**src/rtl/pairStorePkg.sv**
```systemverilog
package pairStorePkg;
  localparam int REG_W  = 128;
  localparam int BEAT_W = 2 * REG_W;

  localparam logic [2:0] MODE_POST   = 3'b001;
  localparam logic [2:0] MODE_OFFSET = 3'b010;
  localparam logic [2:0] MODE_PRE    = 3'b011;

  typedef enum logic [1:0] {ST_IDLE, ST_FIRST, ST_SECOND} seqStateT;

  // strobes from control to datapath
  typedef struct packed {
    logic capture;
    logic advance;
  } strobeT;

  // decode summary handed to control
  typedef struct packed {
    logic legal;
    logic spFault;
    logic wbForm;
  } decInfoT;
endpackage

```
**src/rtl/pairStoreDecode.sv**
```systemverilog
module pairStoreDecode
  import pairStorePkg::*;
#(
  parameter int ADDR_W = 64
) (
  input  logic [31:0]       instWord,
  input  logic [ADDR_W-1:0] spValue,
  input  logic [ADDR_W-1:0] baseRegData,
  output logic [4:0]        idxFirst,
  output logic [4:0]        idxSecond,
  output logic [4:0]        idxBase,
  output decInfoT           info,
  output logic [2:0]        sizeLog,
  output logic [ADDR_W-1:0] storeAddr,
  output logic [ADDR_W-1:0] nextBase,
  output logic              hazFirst,
  output logic              hazSecond
);
  logic [1:0]        opc;
  logic              vecBit;
  logic [2:0]        idxMode;
  logic [6:0]        imm7;
  logic              classOk, modeOk, sizeOk, useSp, wbForm;
  logic [ADDR_W-1:0] baseVal, offset;

  assign opc       = instWord[31:30];
  assign vecBit    = instWord[26];
  assign idxMode   = instWord[25:23];
  assign imm7      = instWord[21:15];
  assign idxSecond = instWord[14:10];
  assign idxBase   = instWord[9:5];
  assign idxFirst  = instWord[4:0];

  assign classOk = (instWord[29:27] == 3'b101) && !instWord[22];
  assign modeOk  = (idxMode == MODE_POST) || (idxMode == MODE_OFFSET) || (idxMode == MODE_PRE);
  assign sizeOk  = vecBit ? (opc != 2'b11) : !opc[0];
  assign sizeLog = 3'd2 + (vecBit ? {1'b0, opc} : {2'b00, opc[1]});
  assign wbForm  = (idxMode == MODE_POST) || (idxMode == MODE_PRE);

  assign useSp     = &idxBase;
  assign baseVal   = useSp ? spValue : baseRegData;
  assign offset    = {{(ADDR_W-7){imm7[6]}}, imm7} << sizeLog;
  assign nextBase  = baseVal + offset;
  assign storeAddr = (idxMode == MODE_POST) ? baseVal : nextBase;

  assign info.legal   = classOk && modeOk && sizeOk;
  assign info.spFault = useSp && (spValue[3:0] != 4'd0);
  assign info.wbForm  = wbForm;

  assign hazFirst  = wbForm && !useSp && (idxFirst == idxBase);
  assign hazSecond = wbForm && !useSp && (idxSecond == idxBase);
endmodule

```
**src/rtl/pairStoreData.sv**
```systemverilog
module pairStoreData
  import pairStorePkg::*;
#(
  parameter int ADDR_W = 64
) (
  input  logic              clk,
  input  logic              rstN,
  input  strobeT            strobe,
  input  logic [ADDR_W-1:0] storeAddr,
  input  logic [ADDR_W-1:0] nextBase,
  input  logic [4:0]        idxBase,
  input  logic [2:0]        sizeLog,
  input  logic [REG_W-1:0]  dataFirst,
  input  logic [REG_W-1:0]  dataSecond,
  input  logic              hazFirstIn,
  input  logic              hazSecondIn,
  input  logic              pairIn,
  input  logic              bigIn,
  output logic [ADDR_W-1:0] memAddr,
  output logic [BEAT_W-1:0] memData,
  output logic [5:0]        memBytes,
  output logic [ADDR_W-1:0] wbValue,
  output logic              wbToSp,
  output logic [4:0]        wbIdx,
  output logic              hazFirstQ,
  output logic              hazSecondQ
);
  logic [ADDR_W-1:0] addrQ;
  logic [REG_W-1:0]  firstQ, secondQ, keepMask;
  logic [2:0]        logQ;
  logic              pairQ, bigQ, beatSel;
  logic [4:0]        sizeBytes;
  logic [8:0]        halfBits;
  logic [BEAT_W-1:0] pairedData;

  assign keepMask   = {REG_W{1'b1}} >> (8'(REG_W) - (8'd8 << sizeLog));
  assign sizeBytes  = 5'd1 << logQ;
  assign halfBits   = 9'd8 << logQ;
  assign memAddr    = beatSel ? addrQ + ADDR_W'(sizeBytes) : addrQ;
  assign pairedData = bigQ ? ((BEAT_W'(firstQ) << halfBits) | BEAT_W'(secondQ))
                           : ((BEAT_W'(secondQ) << halfBits) | BEAT_W'(firstQ));
  assign memData    = pairQ ? pairedData : BEAT_W'(beatSel ? secondQ : firstQ);
  assign memBytes   = pairQ ? {sizeBytes, 1'b0} : {1'b0, sizeBytes};

  always_ff @(posedge clk) begin
    if (!rstN) begin
      addrQ <= '0; firstQ <= '0; secondQ <= '0; logQ <= 3'd2;
      pairQ <= 1'b0; bigQ <= 1'b0; beatSel <= 1'b0;
      wbValue <= '0; wbToSp <= 1'b0; wbIdx <= '0;
      hazFirstQ <= 1'b0; hazSecondQ <= 1'b0;
    end else if (strobe.capture) begin
      addrQ      <= storeAddr;
      firstQ     <= hazFirstIn ? '0 : (dataFirst & keepMask);
      secondQ    <= hazSecondIn ? '0 : (dataSecond & keepMask);
      logQ       <= sizeLog;
      pairQ      <= pairIn;
      bigQ       <= bigIn;
      beatSel    <= 1'b0;
      wbValue    <= nextBase;
      wbToSp     <= &idxBase;
      wbIdx      <= idxBase;
      hazFirstQ  <= hazFirstIn;
      hazSecondQ <= hazSecondIn;
    end else if (strobe.advance) begin
      beatSel <= 1'b1;
    end
  end

  // second beat lands one operand size above the first
  p_second_step_r5: assert property (@(posedge clk) disable iff (!rstN)
    $rose(beatSel) |-> memAddr == $past(memAddr) + ADDR_W'(sizeBytes));
endmodule

```
**src/rtl/pairStoreCtrl.sv**
```systemverilog
module pairStoreCtrl
  import pairStorePkg::*;
(
  input  logic    clk,
  input  logic    rstN,
  input  logic    startValid,
  input  decInfoT info,
  input  logic    pairIn,
  input  logic    memReady,
  output strobeT  strobe,
  output logic    memValid,
  output logic    busy,
  output logic    wbValid,
  output logic    fault,
  output logic    illegal
);
  seqStateT state;
  logic     onePass, wbArm, accept, fire, lastBeat;

  assign busy     = (state != ST_IDLE);
  assign memValid = busy;
  assign accept   = startValid && (state == ST_IDLE);
  assign fire     = memValid && memReady;
  assign lastBeat = fire && ((state == ST_SECOND) || onePass);

  assign strobe.capture = accept && info.legal && !info.spFault;
  assign strobe.advance = (state == ST_FIRST) && fire && !onePass;

  always_ff @(posedge clk) begin
    if (!rstN) begin
      state <= ST_IDLE; onePass <= 1'b0; wbArm <= 1'b0;
      wbValid <= 1'b0; fault <= 1'b0; illegal <= 1'b0;
    end else begin
      wbValid <= lastBeat && wbArm;
      fault   <= accept && info.legal && info.spFault;
      illegal <= accept && !info.legal;
      case (state)
        ST_IDLE: if (strobe.capture) begin
          state   <= ST_FIRST;
          onePass <= pairIn;
          wbArm   <= info.wbForm;
        end
        ST_FIRST:  if (fire) state <= onePass ? ST_IDLE : ST_SECOND;
        ST_SECOND: if (fire) state <= ST_IDLE;
        default:   state <= ST_IDLE;
      endcase
    end
  end

  p_flag_excl_r1: assert property (@(posedge clk) disable iff (!rstN)
    $onehot0({fault, illegal, wbValid}));
  p_fault_quiet_r7: assert property (@(posedge clk) disable iff (!rstN)
    fault |-> !memValid);
  p_wb_after_beat_r8: assert property (@(posedge clk) disable iff (!rstN)
    wbValid |-> $past(fire) && !busy);
endmodule

```
**src/rtl/pairStoreUnit.sv**
```systemverilog
module pairStoreUnit
  import pairStorePkg::*;
#(
  parameter int ADDR_W = 64
) (
  input  logic              clk,
  input  logic              rstN,
  input  logic              startValid,
  input  logic [31:0]       instWord,
  input  logic              pairMode,
  input  logic              bigEndian,
  output logic              busy,
  output logic              illegal,
  output logic              fault,
  output logic [4:0]        rdIdxFirst,
  output logic [4:0]        rdIdxSecond,
  output logic [4:0]        rdIdxBase,
  input  logic [127:0]      rdDataFirst,
  input  logic [127:0]      rdDataSecond,
  input  logic [ADDR_W-1:0] rdDataBase,
  input  logic [ADDR_W-1:0] spValue,
  output logic              memValid,
  input  logic              memReady,
  output logic [ADDR_W-1:0] memAddr,
  output logic [255:0]      memData,
  output logic [5:0]        memBytes,
  output logic              wbValid,
  output logic              wbToSp,
  output logic [4:0]        wbIdx,
  output logic [ADDR_W-1:0] wbValue,
  output logic              hazFirst,
  output logic              hazSecond
);
  decInfoT           info;
  strobeT            strobe;
  logic [2:0]        sizeLog;
  logic [ADDR_W-1:0] storeAddr, nextBase;
  logic              hazFirstD, hazSecondD, hazFirstQ, hazSecondQ;

  pairStoreDecode #(.ADDR_W(ADDR_W)) uDecode (
    .instWord(instWord), .spValue(spValue), .baseRegData(rdDataBase),
    .idxFirst(rdIdxFirst), .idxSecond(rdIdxSecond), .idxBase(rdIdxBase),
    .info(info), .sizeLog(sizeLog), .storeAddr(storeAddr), .nextBase(nextBase),
    .hazFirst(hazFirstD), .hazSecond(hazSecondD));

  pairStoreCtrl uCtrl (
    .clk(clk), .rstN(rstN), .startValid(startValid), .info(info), .pairIn(pairMode),
    .memReady(memReady), .strobe(strobe), .memValid(memValid), .busy(busy),
    .wbValid(wbValid), .fault(fault), .illegal(illegal));

  pairStoreData #(.ADDR_W(ADDR_W)) uData (
    .clk(clk), .rstN(rstN), .strobe(strobe), .storeAddr(storeAddr), .nextBase(nextBase),
    .idxBase(rdIdxBase), .sizeLog(sizeLog), .dataFirst(rdDataFirst),
    .dataSecond(rdDataSecond), .hazFirstIn(hazFirstD), .hazSecondIn(hazSecondD),
    .pairIn(pairMode), .bigIn(bigEndian), .memAddr(memAddr), .memData(memData),
    .memBytes(memBytes), .wbValue(wbValue), .wbToSp(wbToSp), .wbIdx(wbIdx),
    .hazFirstQ(hazFirstQ), .hazSecondQ(hazSecondQ));

  assign hazFirst  = hazFirstQ && busy;
  assign hazSecond = hazSecondQ && busy;

  // a stalled beat must not change under the consumer
  p_stall_hold_r9: assert property (@(posedge clk) disable iff (!rstN)
    memValid && !memReady |=> memValid && $stable(memAddr) && $stable(memData) && $stable(memBytes));
endmodule

```
**config.mk**
```make
export PLATFORM = sky130hd
export DESIGN_NAME = pairStoreUnit
export DESIGN_NICKNAME = d
export VERILOG_FILES = /design/src/rtl/pairStorePkg.sv /design/src/rtl/pairStoreDecode.sv /design/src/rtl/pairStoreData.sv /design/src/rtl/pairStoreCtrl.sv /design/src/rtl/pairStoreUnit.sv
export SDC_FILE = /design/constraint.sdc
export NUM_CORES = 2
export LEC_CHECK = 0
export BUFFER_PORTS_ARGS = -buffer_cell sky130_fd_sc_hd__buf_4
export CORE_UTILIZATION = 35
export CTS_CLUSTER_DIAMETER = 200
export DETAILED_ROUTE_END_ITERATION = 12
export PLACE_DENSITY_LB_ADDON = 0.05
export SETUP_SLACK_MARGIN = 0.05
export SLEW_MARGIN = 30
export SYNTH_ARGS = -nofsm -noshare
export SYNTH_HDL_FRONTEND = slang
export SYNTH_SLANG_ARGS = --single-unit
```
**constraint.sdc**
```tcl
create_clock -name clk -period 10 [get_ports clk]
set_input_delay 0.5 -clock clk [delete_from_list [all_inputs] [get_ports clk]]
set_output_delay 0.5 -clock clk [all_outputs]
set_load 0.02 [all_outputs]
```
# --- Word level (Yosys, flattened, before mapping) ---
# Cells that the tools add are included.
word_totals:
  input_bits: 422
  output_inout_bits: 418
  regBits: 405
classes:
  n_mux: 16
  add_sub_neg: 4
  n_reduce_logical: 36
  eq_ne: 12
  bitwise_logic: 5
  n_shift: 7
ops:
  columns: ["operator", "n"]
  rows:
  - ["$mux 256", 2]
  - ["$or 256x128->256", 2]
  - ["$shl 128x9->256", 2]
  - ["$mux 128", 3]
  - ["$and 128x128->128", 2]
  - ["$mux 64", 3]
  - ["$shr 128x8->128 const A", 1]
  - ["$add 64x5->64", 1]
  - ["$add 64x64->64", 1]
  - ["$shl 64x3->64", 1]
  - ["$logic_and 1x1->1", 19]
  - ["$eq 5x5->1", 2]
  - ["$mux 2", 5]
  - ["$shl 4x3->9 const A", 1]
  - ["$shl 4x3->8 const A", 1]
  - ["$sub 8x8->8 const A", 1]
  - ["$eq 3x2->1 const B", 2]
  - ["$logic_not 1->1", 6]
  - ["$mux 6", 1]
  - ["$pmux 2 s3", 1]
  - ["$reduce_and 5->1", 1]
  - ["$shl 1x3->5 const A", 1]
  - ["$logic_or 1x1->1", 4]
  - ["$ne 2x1->1 const B", 2]
  - ["14 further kinds", 15]

# --- Logic depth before layout (Yosys ltp) ---
logic_depth:
  word_depth: 9
  mapped_depth: 22

# --- Cells and area by module ---
# From an unflattened synthesis, not the netlist that was laid out.
unflattened:
  hier_cells: 5131
  hier_area_um2: 38866.0
by_module_without_submodules:
  columns: ["mod", "instances", "area_per_inst_um2", "cells_per_inst"]
  rows:
  - ["pairStoreData", 1, 32696.4, 4206]
  - ["pairStoreDecode", 1, 5864.4, 891]
  - ["pairStoreCtrl", 1, 292.8, 32]
  - ["pairStoreUnit", 1, 12.5, 2]

# --- Least setup slack after synthesis ---
# Ideal clock, no wire load.
synth_path:
  kind: "register -> output"
  start: "register uData.logQ[2]"
  end: "output memAddr[58]"
  required_time_ns: 9.500
  path_buffers: 6
  stages_incl_launch_ff: 23
  t_arrival_ns: 4.582
  slack_ns: 4.918
  cell_sequence: "dfxtp_1 -> or2_1 -> buf_2 -> nor2_2 -> buf_4 -> buf_2 -> buf_2 -> clkbuf_1 -> ha_1 -> inv_1 -> fa_1 -> nor2b_1 -> o21a_1 -> o21ai_0 -> nand2b_1 -> nor3b_2 -> nand3_1 -> or3_1 -> clkbuf_1 -> nor2_1 -> nand2_1 -> nor2_1 -> xor2_1"
synth_between:
  elab_chain_cells: 3
synth_lines:
  columns: ["element", "line_no", "text"]
  rows:
  - ["start: declaration", "pairStoreData.sv:30", "logic [2:0] logQ;"]
  - ["start signal: assignment", "pairStoreData.sv:55", "logQ <= sizeLog;"]
  - ["$shl 1x3->5", "pairStoreData.sv:37", "assign sizeBytes = 5'd1 << logQ;"]
  - ["$add 64x5->64", "pairStoreData.sv:39", "assign memAddr = beatSel ? addrQ + ADDR_W'(sizeBytes) : addrQ;"]
  - ["$mux 64", "pairStoreData.sv:39", null]
  - ["end: declaration", "pairStoreUnit.sv:24", "output logic [ADDR_W-1:0] memAddr,"]
# Every way passes these cells.

# --- Final worst setup path ---
# Same ends and word-level chain as after synthesis.

==> summary.txt <==
Clock network
  – Max Root-Sink Buffers: 3
  – Post-CTS setup buffers: 0
  – CTS sink cnt: a little over 400
  – CTS tree: yes
  – Worst skew pair latency: roughly 0.67 ns
  – H-tree levels: 2
  – Root Driver: clkbuf_16
  – Clock transition at path regs: 0.06 ns
  – Cts bufs inserted: 49
  – Post_cts resized: 0

Critical path
  – Worst path slowest cell: buf_4
  – Crit path kind: reg2out
  – Crit path top cell by count: buf_4
  – Crit path DAT: 7.03 ns
  – Largest stage delay on the critical path: a little over 0.8 ns
  – Cells along the critical path: buf_4, nor2b_4, buf_4, nand2_1, inv_1, ha_1, o21a_1, o21ai_0, nand2b_1, nor3b_2, nand3_1, or3_1, nor2_1, nand2_1, nor2_1, xor2_1, buf_4
  – Startpoint types: flop
  – CP Max Fanout: 94
  – Worst setup EP type: primary output
  – Required @ worst endpoint: around 9.5 ns

Synth
  – Fraction of registers with async set/reset: 0%
  – Number of synthesized register bits: approximately 410
  – Post-synth EDFFs: 0
  – Synth Area in Compound Gates: between 30% and 40%
  – Ys Warns: 0
  – Synthesized cell area: 0.0366 mm²
  – Largest family of logic cells by synthesized area: compound AO/OA/AOI/OAI gates
  – Synth Area in Adders: under 10%
  – Post-synthesis cell count: about 5,000
  – Mux cell area share after synthesis: 15.2%
  – Mapped Nets: between 5,000 and 6,000
  – Syn Area/Cell: approximately 7.3 µm²
  – Primary FF master, synth: dfxtp_1
  – Synth Area in Simple Gates: 17.7%
  – Post-synthesis sequential area ratio: about 22%
  – Synth Area in XOR/XNOR: under 10%
  – Yosys cell types: 81

Timing
  – RSZ-0062 raised after global routing: false
  – Relative slew slack: between 20% and 30%
  – Worst Skew: 0.0371 ns
  – Worst Tran Pin Value: around 1.2 ns
  – Setup_tns: 0 ns
  – Hold Fails Final Rpt: 0
  – Period minus WS final: about 7.5 ns
  – Tcrit/Tclk final: between 70% and 80%
  – Fmax: around 130 MHz
  – Final Max Slew Viols: 0
  – # setup viols final: 0

Pwr
  – Worst VDD drop: ~0.12 mV
  – Power per standard cell area: 93.1 mW/mm²
  – Leakage power: roughly 18 nW

Drt
  – Vias/cell: roughly 6.3
  – Post-Route WL: about 230,000 µm
  – Iteration-0 DRC Markers: 5,223
  – First-pass DRT Iterations: 7
  – WL/cell: approximately 34 µm
  – DR DRC count: 0
  – Vias: around 44,000
  – Post-route ant nets: 0

Global route
  – GRT overflow: 0
  – GRT Total Usage: a little over two fifths
  – Largest net degree at the start of global routing: 220
  – First-pass GRT wire length: 321,000 µm
  – Vias in the first global route: between 40,000 and 50,000
  – Antenna violations before repair: 19

Cells and area
  – # nets final: between 6,000 and 7,000
  – Share of layout cells above drive strength 1: 21.6%
  – Layout area overhead: 24.3%
  – Fin util: around 44%
  – Fillers: about 11,000

Floorplanning
  – # IOs: 840
  – DIE AREA: approximately 0.11 mm²
  – Die Span Y: 326 µm
  – Die width: 326 µm
  – Starting Density: between 30% and 40%
  – Rows: 118
  – Core ar.: about 0.10 mm²

Placed design
  – Detailed placement HPWL: between 150,000 and 200,000 µm
  – Placer Congestion: between 1 and 1.5
  – Port Buffer Count: 839

Min path
  – Worst Hold Class: in2reg

Job
  – Max Cap Violations: 0

Outcome
  – Outcome: finished, final reports clean
-- power by group --
group          leakage, nW  internal (mW)  switching, mW
clock                0.817           1.09          0.820
sequential            3.26           1.62        0.00978
combinational         14.0          0.290          0.415
total                 18.1           3.00           1.24
-- per-stage QoR --
step	hold WS (ns)	power [mW]	instance area (µm²)	std cells	worst slack (ns)
final	0.0358	4.24	45500	6974	2.47
after floorplan	0.425	2.05	36600	5041	4.92
after global placement	0.434	2.36	43700	6865	3.39
after detailed placement	0.439	2.35	43700	6866	3.37
after CTS	0.000850	4.26	45500	6962	2.61
after global routing	0.0333	4.37	45500	6967	2.12
-- logic make-up (layout without fill, tap and decap cells) --
group	count (synthesis)	in the layout
AOI/OAI and AO/OA	1826	1826
xor gates and xnor gates	136	136
adders and majority gates	73	73
buffers and inverters	573	1115
DFF	405	405
muxes	525	525
other	1	12
and+or+nand+nor	1502	1502
-- state kept, by name (all words and copies together) (netlist names), 2 cells and up --
signal,cells
uData.logQ,3
uData.wbValue,64
uData.firstQ,128
uCtrl.state,2
uData.addrQ,64
uData.wbIdx,5
uData.secondQ,128
-- cell type report --
| class | instances | area (µm²) | share of cell area [%] |
|---|---|---|---|
| repair buffers | 974 | 7410 | 16.3 |
| clock buffers | 66 | 1390 | 3.06 |
| multi-input cells | 4063 | 26400 | 57.9 |
| flip-flops and latches | 405 | 8120 | 17.8 |
| clock inverters | 21 | 283 | 0.621 |
| inverters | 54 | 208 | 0.456 |
| diodes | 11 | 27.5 | 0.0604 |
| well taps | 1380 | 1730 | 3.79 |
-- placed cells by master, fill, tap and decap left out, types with 26 or more instances in the layout --
master	count
buf_4	956
nand2_1	701
nor2_1	464
mux2i_1	429
a21oi_1	419
o21ai_0	410
dfxtp_1	400
a22o_1	315
a211oi_1	179
a21o_1	81
xnor2_1	79
mux2_2	78
o211ai_1	78
ha_1	72
a22oi_1	68
o22ai_1	64
xor2_1	57
inv_1	50
o311ai_0	50
clkbuf_16	50
nand2b_1	48
nand3_1	37
nor2b_1	31
or3_1	31
nor3b_1	30
a31oi_1	29
o22a_1	27
nor3_1	26
-- layer usage --
metal	wire [µm]	up-vias	global-route usage, %	share of wire (%)
met1	91300	21200	51.9	39
met2	105000	2541	66.8	45
li1	-	19400	-	-
met3	20300	564	8.29	8.7
met5	41	-	0	0.018
met4	17700	6	26.9	7.5
-- synth_stat cells (5+ instances only) --
master | number | area (µm²)
a211oi_1 | 182 | 1370
a21boi_0 | 8 | 60.1
a21o_1 | 81 | 608
a21oi_1 | 419 | 2100
a221o_1 | 8 | 80.1
a221oi_1 | 5 | 43.8
a22o_1 | 315 | 2760
a22oi_1 | 68 | 510
a31o_2 | 5 | 43.8
a31oi_1 | 29 | 181
and2_1 | 24 | 150
and3_1 | 23 | 144
and4_1 | 6 | 52.6
buf_1 | 70 | 263
buf_2 | 45 | 225
buf_4 | 25 | 188
clkbuf_1 | 376 | 1410
dfxtp_1 | 405 | 8110
ha_1 | 72 | 901
inv_1 | 51 | 191
mux2_2 | 78 | 878
mux2i_1 | 429 | 4290
mux4_2 | 18 | 405
nand2_1 | 706 | 2650
nand2b_1 | 49 | 307
nand3_1 | 37 | 185
nand4_1 | 24 | 150
nor2_1 | 477 | 1790
nor2b_1 | 32 | 200
nor3_1 | 26 | 130
nor3b_1 | 30 | 225
o211ai_1 | 78 | 586
o21a_1 | 13 | 97.6
o21ai_0 | 419 | 2100
o21ai_1 | 7 | 35.0
o21bai_1 | 12 | 90.1
o22a_1 | 27 | 236
o22ai_1 | 65 | 407
o311ai_0 | 50 | 438
o31ai_1 | 7 | 52.6
or2_2 | 11 | 68.8
or3_1 | 31 | 194
xnor2_1 | 79 | 692
xor2_1 | 57 | 499
-- worst max-delay path, delay by kind of cell (launching register included) --
family,cells,cell delay [ns]
simple gates,9,3.58
buf+inv,4,1.81
compound gates,2,0.22
xor+xnor,1,0.16
flops,1,0.30
fa+ha+maj,1,0.24
-- what timing repair did --
item                                    4_1_cts  5_1_grt
hold endpoints to repair                      9        0
hold buffers                                  9        0
endpoints found under the setup margin        0        0
-- final timing paths --
check                    start                 to  slack [ns]  depth (start not counted)
max reg2reg     uCtrl.state[1]  uData.secondQ[68]        7.11                          5
min reg2reg  uData.wbValue[17]  uData.wbValue[17]        0.45                          2
min            rdDataFirst[15]   uData.firstQ[15]        0.04                          2
max              uData.logQ[2]        memAddr[58]        2.47                         17
(Power assumes the default switching activity.)
